===== src/rtl/coefwin_pkg.sv =====
// Shared constants and codes for the coefficient window port.
// Assumes a 16-bit coefficient word carried as two bytes in byte mode.
package coefwin_pkg;
    localparam int CW_DEPTH = 64;
    localparam int CW_DW    = 16;
    localparam int CW_TW    = 7;
    localparam int CW_SELW  = 3;

    typedef enum logic [2:0] {
        SEL_TAPS  = 3'd0,
        SEL_OFFS  = 3'd1,
        SEL_CTRL  = 3'd2,
        SEL_START = 3'd3,
        SEL_STOP  = 3'd4,
        SEL_DATA  = 3'd5
    } sel_e;

    typedef enum logic [2:0] {
        RS_NONE = 3'd0,
        RS_REG  = 3'd1,
        RS_WORD = 3'd2,
        RS_LO   = 3'd3,
        RS_HI   = 3'd4
    } rsrc_e;
endpackage


===== src/rtl/coef_cfg_regs.sv =====
// Setting registers: taps, offset, symmetric bit, window start and stop.
// Produces a combinational readback value for the selected register.
// Assumes the caller gates wr_en with the host write strobe.
module coef_cfg_regs
    import coefwin_pkg::*;
#(
    parameter int DW = CW_DW,
    parameter int AW = 6,
    parameter int TW = CW_TW
) (
    input  logic          clk,
    input  logic          rst_n,
    input  logic          wr_en,
    input  logic [2:0]    sel,
    input  logic [DW-1:0] wdata,
    output logic [TW-1:0] taps,
    output logic [AW-1:0] offs,
    output logic          sym,
    output logic [AW-1:0] start,
    output logic [AW-1:0] stop,
    output logic [DW-1:0] rb_val
);
    // Register writes, decoded by select code.
    always_ff @(posedge clk) begin
        if (!rst_n) begin
            taps  <= '0;
            offs  <= '0;
            sym   <= 1'b0;
            start <= '0;
            stop  <= '0;
        end else if (wr_en) begin
            case (sel)
                SEL_TAPS:  taps  <= wdata[TW-1:0];
                SEL_OFFS:  offs  <= wdata[AW-1:0];
                SEL_CTRL:  sym   <= wdata[0];
                SEL_START: start <= wdata[AW-1:0];
                SEL_STOP:  stop  <= wdata[AW-1:0];
                default: ;
            endcase
        end
    end

    // Zero-extended readback of the selected register.
    always_comb begin
        case (sel)
            SEL_TAPS:  rb_val = DW'(taps);
            SEL_OFFS:  rb_val = DW'(offs);
            SEL_CTRL:  rb_val = DW'(sym);
            SEL_START: rb_val = DW'(start);
            SEL_STOP:  rb_val = DW'(stop);
            default:   rb_val = '0;
        endcase
    end
endmodule


===== src/rtl/coef_addr_seq.sv =====
// Window pointer, byte-pair assembly and overrun tracking.
// Assumes acc_wr and acc_rd are never high together, that byte_mode is
// static during a window, and that a read pair is not mixed with writes.
module coef_addr_seq
    import coefwin_pkg::*;
#(
    parameter int DW = CW_DW,
    parameter int AW = 6
) (
    input  logic          clk,
    input  logic          rst_n,
    input  logic          byte_mode,
    input  logic          acc_wr,
    input  logic          acc_rd,
    input  logic          load,
    input  logic [AW-1:0] load_val,
    input  logic [AW-1:0] stop_val,
    input  logic [DW-1:0] wdata,
    output logic          ram_we,
    output logic          ram_re,
    output logic [AW-1:0] ram_addr,
    output logic [DW-1:0] ram_wdata,
    output rsrc_e         rsrc_nx,
    output logic          ovr
);
    localparam int BW = DW / 2;

    logic [AW-1:0] ptr_q;
    logic          done_q;
    logic          half_q;
    logic [BW-1:0] lo_q;
    logic          live;
    logic          step;

    assign live      = (acc_wr || acc_rd) && !done_q;
    assign ram_addr  = ptr_q;
    assign ram_wdata = byte_mode ? {wdata[BW-1:0], lo_q} : wdata;

    // Decide memory strobes, pointer step and read-data source.
    always_comb begin
        ram_we  = 1'b0;
        ram_re  = 1'b0;
        step    = 1'b0;
        rsrc_nx = RS_NONE;
        if (live) begin
            if (acc_wr) begin
                if (!byte_mode || half_q) begin
                    ram_we = 1'b1;
                    step   = 1'b1;
                end
            end else if (!byte_mode) begin
                ram_re  = 1'b1;
                step    = 1'b1;
                rsrc_nx = RS_WORD;
            end else if (!half_q) begin
                ram_re  = 1'b1;
                rsrc_nx = RS_LO;
            end else begin
                step    = 1'b1;
                rsrc_nx = RS_HI;
            end
        end
    end

    // Pointer, window end, byte phase and overrun state.
    always_ff @(posedge clk) begin
        if (!rst_n) begin
            ptr_q  <= '0;
            done_q <= 1'b0;
            half_q <= 1'b0;
            lo_q   <= '0;
            ovr    <= 1'b0;
        end else if (load) begin
            ptr_q  <= load_val;
            done_q <= 1'b0;
            half_q <= 1'b0;
            ovr    <= 1'b0;
        end else begin
            if ((acc_wr || acc_rd) && done_q)
                ovr <= 1'b1;
            if (live && byte_mode)
                half_q <= !half_q;
            if (live && acc_wr && byte_mode && !half_q)
                lo_q <= wdata[BW-1:0];
            if (step) begin
                if (ptr_q == stop_val)
                    done_q <= 1'b1;
                else
                    ptr_q <= ptr_q + 1'b1;
            end
        end
    end
endmodule


===== src/rtl/coef_ram.sv =====
// Coefficient store: one host write/read port, one filter read port.
// Both reads are registered; contents clear on reset.
module coef_ram #(
    parameter int DEPTH = 64,
    parameter int DW    = 16,
    localparam int AW   = $clog2(DEPTH)
) (
    input  logic          clk,
    input  logic          rst_n,
    input  logic          we,
    input  logic          re,
    input  logic [AW-1:0] addr,
    input  logic [DW-1:0] wdata,
    output logic [DW-1:0] rq,
    input  logic [AW-1:0] f_addr,
    output logic [DW-1:0] f_rq
);
    logic [DW-1:0] mem [DEPTH];

    // Storage update and host-side read register.
    always_ff @(posedge clk) begin
        if (!rst_n) begin
            for (int i = 0; i < DEPTH; i++) mem[i] <= '0;
            rq <= '0;
        end else begin
            if (we) mem[addr] <= wdata;
            if (re) rq <= mem[addr];
        end
    end

    // Filter-side read register.
    always_ff @(posedge clk) begin
        if (!rst_n) f_rq <= '0;
        else        f_rq <= mem[f_addr];
    end
endmodule


===== src/rtl/coef_window_port.sv =====
// Top: host register port onto the coefficient store, plus filter taps.
// Assumes host memory traffic only while the filter is idle.
module coef_window_port
    import coefwin_pkg::*;
#(
    parameter int DEPTH = CW_DEPTH,
    parameter int DW    = CW_DW,
    parameter int TW    = CW_TW,
    localparam int AW   = $clog2(DEPTH)
) (
    input  logic          clk,
    input  logic          rst_n,
    input  logic          byte_mode,
    input  logic          host_wr,
    input  logic          host_rd,
    input  logic [2:0]    host_sel,
    input  logic [DW-1:0] host_wdata,
    output logic [DW-1:0] host_rdata,
    output logic          host_rvalid,
    output logic          ovr_flag,
    input  logic [AW-1:0] flt_raddr,
    output logic [DW-1:0] flt_rdata,
    output logic [TW-1:0] flt_taps,
    output logic [AW-1:0] flt_offset,
    output logic          flt_sym,
    output logic          flt_cfg_ok
);
    localparam int BW = DW / 2;

    logic          rd_only, acc_wr, acc_rd, load;
    logic [AW-1:0] start_v, stop_v, ram_addr;
    logic [DW-1:0] rb_val, ram_wdata, ram_q, reg_q;
    logic          ram_we, ram_re;
    rsrc_e         rsrc_nx, rsrc_q;

    assign rd_only = host_rd && !host_wr;
    assign acc_wr  = host_wr && (host_sel == SEL_DATA);
    assign acc_rd  = rd_only && (host_sel == SEL_DATA);
    assign load    = host_wr && (host_sel == SEL_START);

    coef_cfg_regs #(.DW(DW), .AW(AW), .TW(TW)) u_regs (
        .clk(clk), .rst_n(rst_n), .wr_en(host_wr), .sel(host_sel),
        .wdata(host_wdata), .taps(flt_taps), .offs(flt_offset),
        .sym(flt_sym), .start(start_v), .stop(stop_v), .rb_val(rb_val)
    );

    coef_addr_seq #(.DW(DW), .AW(AW)) u_seq (
        .clk(clk), .rst_n(rst_n), .byte_mode(byte_mode),
        .acc_wr(acc_wr), .acc_rd(acc_rd), .load(load),
        .load_val(host_wdata[AW-1:0]), .stop_val(stop_v),
        .wdata(host_wdata), .ram_we(ram_we), .ram_re(ram_re),
        .ram_addr(ram_addr), .ram_wdata(ram_wdata),
        .rsrc_nx(rsrc_nx), .ovr(ovr_flag)
    );

    coef_ram #(.DEPTH(DEPTH), .DW(DW)) u_ram (
        .clk(clk), .rst_n(rst_n), .we(ram_we), .re(ram_re),
        .addr(ram_addr), .wdata(ram_wdata), .rq(ram_q),
        .f_addr(flt_raddr), .f_rq(flt_rdata)
    );

    // Asymmetric mode allows at most DEPTH taps.
    assign flt_cfg_ok = flt_sym || (flt_taps < TW'(DEPTH));

    // Capture read validity, source and register value.
    always_ff @(posedge clk) begin
        if (!rst_n) begin
            host_rvalid <= 1'b0;
            rsrc_q      <= RS_NONE;
            reg_q       <= '0;
        end else begin
            host_rvalid <= rd_only;
            reg_q       <= rb_val;
            if (!rd_only)                    rsrc_q <= RS_NONE;
            else if (host_sel == SEL_DATA)   rsrc_q <= rsrc_nx;
            else                             rsrc_q <= RS_REG;
        end
    end

    // Steer read data from the captured source.
    always_comb begin
        case (rsrc_q)
            RS_REG:  host_rdata = reg_q;
            RS_WORD: host_rdata = ram_q;
            RS_LO:   host_rdata = DW'(ram_q[BW-1:0]);
            RS_HI:   host_rdata = DW'(ram_q[DW-1:BW]);
            default: host_rdata = '0;
        endcase
    end
endmodule


===== config.mk =====
export PLATFORM = sky130hd
export DESIGN_NAME = coef_window_port
export DESIGN_NICKNAME = d
export VERILOG_FILES = /design/src/rtl/coefwin_pkg.sv /design/src/rtl/coef_cfg_regs.sv /design/src/rtl/coef_addr_seq.sv /design/src/rtl/coef_ram.sv /design/src/rtl/coef_window_port.sv
export SDC_FILE = /design/constraint.sdc
export NUM_CORES = 2
export LEC_CHECK = 0
export BUFFER_PORTS_ARGS = -buffer_cell sky130_fd_sc_hd__buf_2
export CAP_MARGIN = 20
export CORE_MARGIN = 2
export CORE_UTILIZATION = 35
export CTS_CLUSTER_DIAMETER = 80
export DETAILED_ROUTE_END_ITERATION = 7
export GPL_TIMING_DRIVEN = 0
export PLACE_DENSITY_LB_ADDON = 0.1
export SYNTH_ARGS = -nofsm -noshare
export SYNTH_HDL_FRONTEND = slang
export SYNTH_SLANG_ARGS = --single-unit

===== constraint.sdc =====
create_clock -name clk -period 7.69 [get_ports clk]
set_clock_uncertainty 0.2 [all_clocks]
set_input_delay 0.3845 -clock clk [delete_from_list [all_inputs] [get_ports clk]]
set_output_delay 0.3845 -clock clk [all_outputs]
set_load 0.02 [all_outputs]

==> flow_summary_export.csv <==
group,metric,value,unit
final_layout,area.growth.synth_to_final,16.2,%
placement,finalWeightedCongestion,1.09,
pwr,p_per_area,235,nW/um^2
grt,wire_length_of_the_first_global_routing_pass,461000,um
route,detail-route-antenna-nets,0,
route,wl_per_cell,52.0,um
sta,fin_tns_setup,0,ps
grt,antenna_found_initial,65,
placement,placedCellCount,6686,
floorplanning,floorplan.io_pins,79,
synthesis,synthArstFlopShare,0,%
synthesis,synth.lib_cells_used.distinct,71,
pwr,power.share.switching,29.0,%
clock_network,cts_bufs_inserted,137,
floorplanning,floorplan.initialDensity,35.2,%
grt,globalRouteTotalUtil,43.8,%
setup_path,critical_path_required,7780,ps
synthesis,ys_seq_area_share,57.6,%
synthesis,ys_seq_elements,1110,
synthesis,synth_edf_count,1024,
setup_path,cell_chain_of_the_critical_path,"buf_2 > buf_2 > buf_2 > buf_2 > nor2_1 > buf_6 > nand2_1 > clkbuf_1 > nand2_1",
synthesis,synthesis.nets,4432,
pwr,internal_cell_power,10.9,mW
pwr,sequentialPowerShare,45.0,%
pwr,leakagePower,22.4,nW
synthesis,netlist_top_cells_area,"edfxtp_1 55%, mux4_2 13%, nor2_1 7.3%",
synthesis,netlist.area_leader.share,54.6,%
setup_path,worst_setup_path_start_kind,"flop",
placement,dpl-instance-area,60700,um^2
grt,gr-total-overflow,0,
route,first_pass_iters,6,
run_status,violations,"max-capacitance violations, max-slew violations",
sta,worst-slew-pin-transition,1620,ps
grt,first_global_vias,44200,
pwr,max_rail_drop_vdd,0.000248,V
setup_path,slowest_delay,1070,ps
synthesis,synthesis.area_per_instance,12.8,um^2
clock_network,clock_sink_count,1110,
final_layout,final_layout_size_suffix_gt1_share,20.9,%
clock_network,cts_tree,"built",
clock_network,cts-root-buf,"clkbuf_16",
floorplanning,dieHeight,405,um
setup_path,end_kind,"flop",
sta,setup-violations-final,0,
route,avgViaCountPerCell,6.99,
sta,max_clock_freq,133,MHz
sta,maxSlewViolCount,1,
setup_path,crit_top_cell,"buf_2",
synthesis,netlist_area,56300,um^2
run,maxCapViolCount,1,
grt,grt_max_degree,17,
setup_path,timing.setup.critical_path_class,"flop to flop",
setup_path,cp_max_fo,16,
sta,hold-worst-slack,12.5,ps
floorplanning,placeableCoreArea,160000,um^2
clock_network,clock_path_buffers,3,
sta,min_period_over_period,97.6,%
route,routed_wirelength,364000,um
floorplanning,floorplan.rows,147,
clock_network,clock_pin_transition_on_the_worst_setup_and_hold_timing_paths,60,ps
synthesis,synth_top_area_cell,"edfxtp_1",
sta,timing_hold_violations_final,0,
floorplanning,die_area,164000,um^2
route,remaining_drc_errors,0,
pwr,clkPwrFrac,42.1,%
sta,unrepaired_setup_endpoints_after_global_routing,"no",
placement,io_buffers,67,
synthesis,synth_cells,4401,
clock_network,post_cts.resized_instances,0,
setup_path,crit_family,"buffers and inverters",
synthesis,synth_warnings,0,
final_layout,final-instance-count-excl-fill,7002,
sta,timing.slew.headroom,-7.99,%
floorplanning,die_width,405,um
final_layout,post_route_cell_area,65400,um^2
min_path,hold_class,"input port to flop",
setup_path,timing.critical_path.arrival,7600,ps
pwr,combinationalPowerShare,12.9,%
synthesis,synth_top_flop_cell,"edfxtp_1",
route,vias,49000,
placement,post-dp-hpwl,252000,um
setup_path,slowest_stage,"buf_2",
run_status,run_status,"finished, violations left",
route,first_iter_violations,9615,
clock_network,clock_latency,840,ps
pwr,post-layout-total-power,15.4,mW
sta,layout_min_cycle_time,7510,ps
clock_network,cts.hold.buffers_added,22,
final_layout,final_nets,4721,
pwr,power.net_switching,4.47,mW
clock_network,cts_post_setup_buffers_inserted,0,
clock_network,ctsHtreeMaxLevel,4,
setup_path,cp_buf_inv_count,6,
==> cell usage in the layout, fill, tap and decap left out, types with 93 or more instances in the layout <==
| master | n |
|---|---|
| nor2_1 | 1095 |
| buf_2 | 197 |
| edfxtp_1 | 1024 |
| nand2_1 | 247 |
| a221oi_1 | 93 |
| mux2_2 | 103 |
| clkbuf_1 | 251 |
| mux4_2 | 333 |
| clkbuf_16 | 142 |
| a22oi_1 | 139 |
| mux2i_1 | 244 |
==> worst paths after layout <==
kind,startpoint,to,slack (ps),depth (start not counted)
setup / recovery,u_seq.ram_addr[2]$_SDFFE_PN0P_,u_ram.mem[1][14]$_SDFFCE_PN0P_,180,9
setup reg to reg,u_seq.ram_addr[2]$_SDFFE_PN0P_,u_ram.mem[1][14]$_SDFFCE_PN0P_,180,9
hold / removal,byte_mode,rsrc_q[1]$_SDFF_PP0_,10,3
hold reg to reg,u_regs.start[1]$_SDFFE_PN0P_,u_regs.start[1]$_SDFFE_PN0P_,280,2
==> tightest hold or removal path: cells and delay by family <==
| family | cells | cell delay [ps] |
|---|---|---|
| buffers and inverters | 1 | 270 |
| AND/OR/NAND/NOR | 2 | 370 |
==> metal layers <==
layer | track usage (%) | wire length (um)
met5 | 0.565 | 306
met4 | 36.4 | 36600
met3 | 21.4 | 56500
met2 | 58.3 | 143000
met1 | 52.8 | 128000
==> area by class of cell <==
| type | instances | area (um^2) |
|---|---|---|
| Fill cell | 15200 | 94800 |
| Sequential cell | 1110 | 32500 |
| Multi-Input combinational cell | 2852 | 22100 |
| Clock buffer | 190 | 3840 |
| Tap cell | 2160 | 2700 |
| Buffer | 432 | 2010 |
| Timing Repair Buffer | 150 | 1660 |
| Clock inverter | 61 | 505 |
| Antenna cell | 40 | 100 |
| Inverter | 7 | 26.3 |
==> metrics by stage <==
| step | util [%] | setup slack (ps) |
|---|---|---|
| 4_1_cts | 40.8 | 851 |
| 5_1_grt | 40.8 | 704 |
| 6_report | 40.8 | 182 |
| 3_3_place_gp | 37.1 | 674 |
| 2_1_floorplan | - | 4870 |
| 3_5_place_dp | 37.9 | 878 |
==> cells in the mapped netlist (all sizes together), types with 17 or more instances <==
master / n
nand2: 255
mux4: 333
a21oi: 92
a221oi: 93
a31oi: 20
mux2i: 260
and2: 18
buf: 181
o22ai: 48
nand3: 37
a22o: 20
a221o: 19
o21ai: 96
nor2b: 42
edfxtp: 1024
a22oi: 139
nand2b: 17
mux2: 103
clkbuf: 251
nor2: 1107
dfxtp: 86
==> registers in the layout, indices dropped and copies added (netlist names), 3 cells and up <==
| register | count |
|---|---|
| u_regs.stop | 6 |
| u_regs.start | 6 |
| u_ram.mem | 1024 |
| u_ram.f_rq | 16 |
| u_seq.ram_addr | 6 |
| rsrc_q | 3 |
| u_ram.rq | 16 |
| u_regs.taps | 7 |
| u_seq.lo_q | 8 |
| reg_q | 7 |
| u_regs.offs | 6 |
==> logic make-up (layout without fill, tap and decap cells) <==
| group | Yosys count | after routing | share of synthesized area (%) |
|---|---|---|---|
| AO/OA/AOI/OAI | 624 | 624 | 7.80 |
| XOR/XNOR | 11 | 11 | 0.171 |
| adder cells (fa/ha/maj) | 1 | 1 | 0.0222 |
| buffers and inverters | 439 | 840 | 3.50 |
| flip-flops | 1110 | 1110 | 57.6 |
| multiplexers | 696 | 696 | 20.0 |
| other | 0 | 40 | 0 |
| AND/OR/NAND/NOR | 1520 | 1520 | 10.9 |
==> power groups by stage <==
stage,Clock [mW],Combinational (mW),Sequential [mW]
floorplan,0,0.831,6.98
global placement,0,1.76,7.04
detailed placement,0,1.82,7.04
CTS,6.42,1.83,6.92
global route,6.64,1.90,6.94
finish,6.48,1.98,6.93
Note: power is estimated with default switching activity, not from simulation.
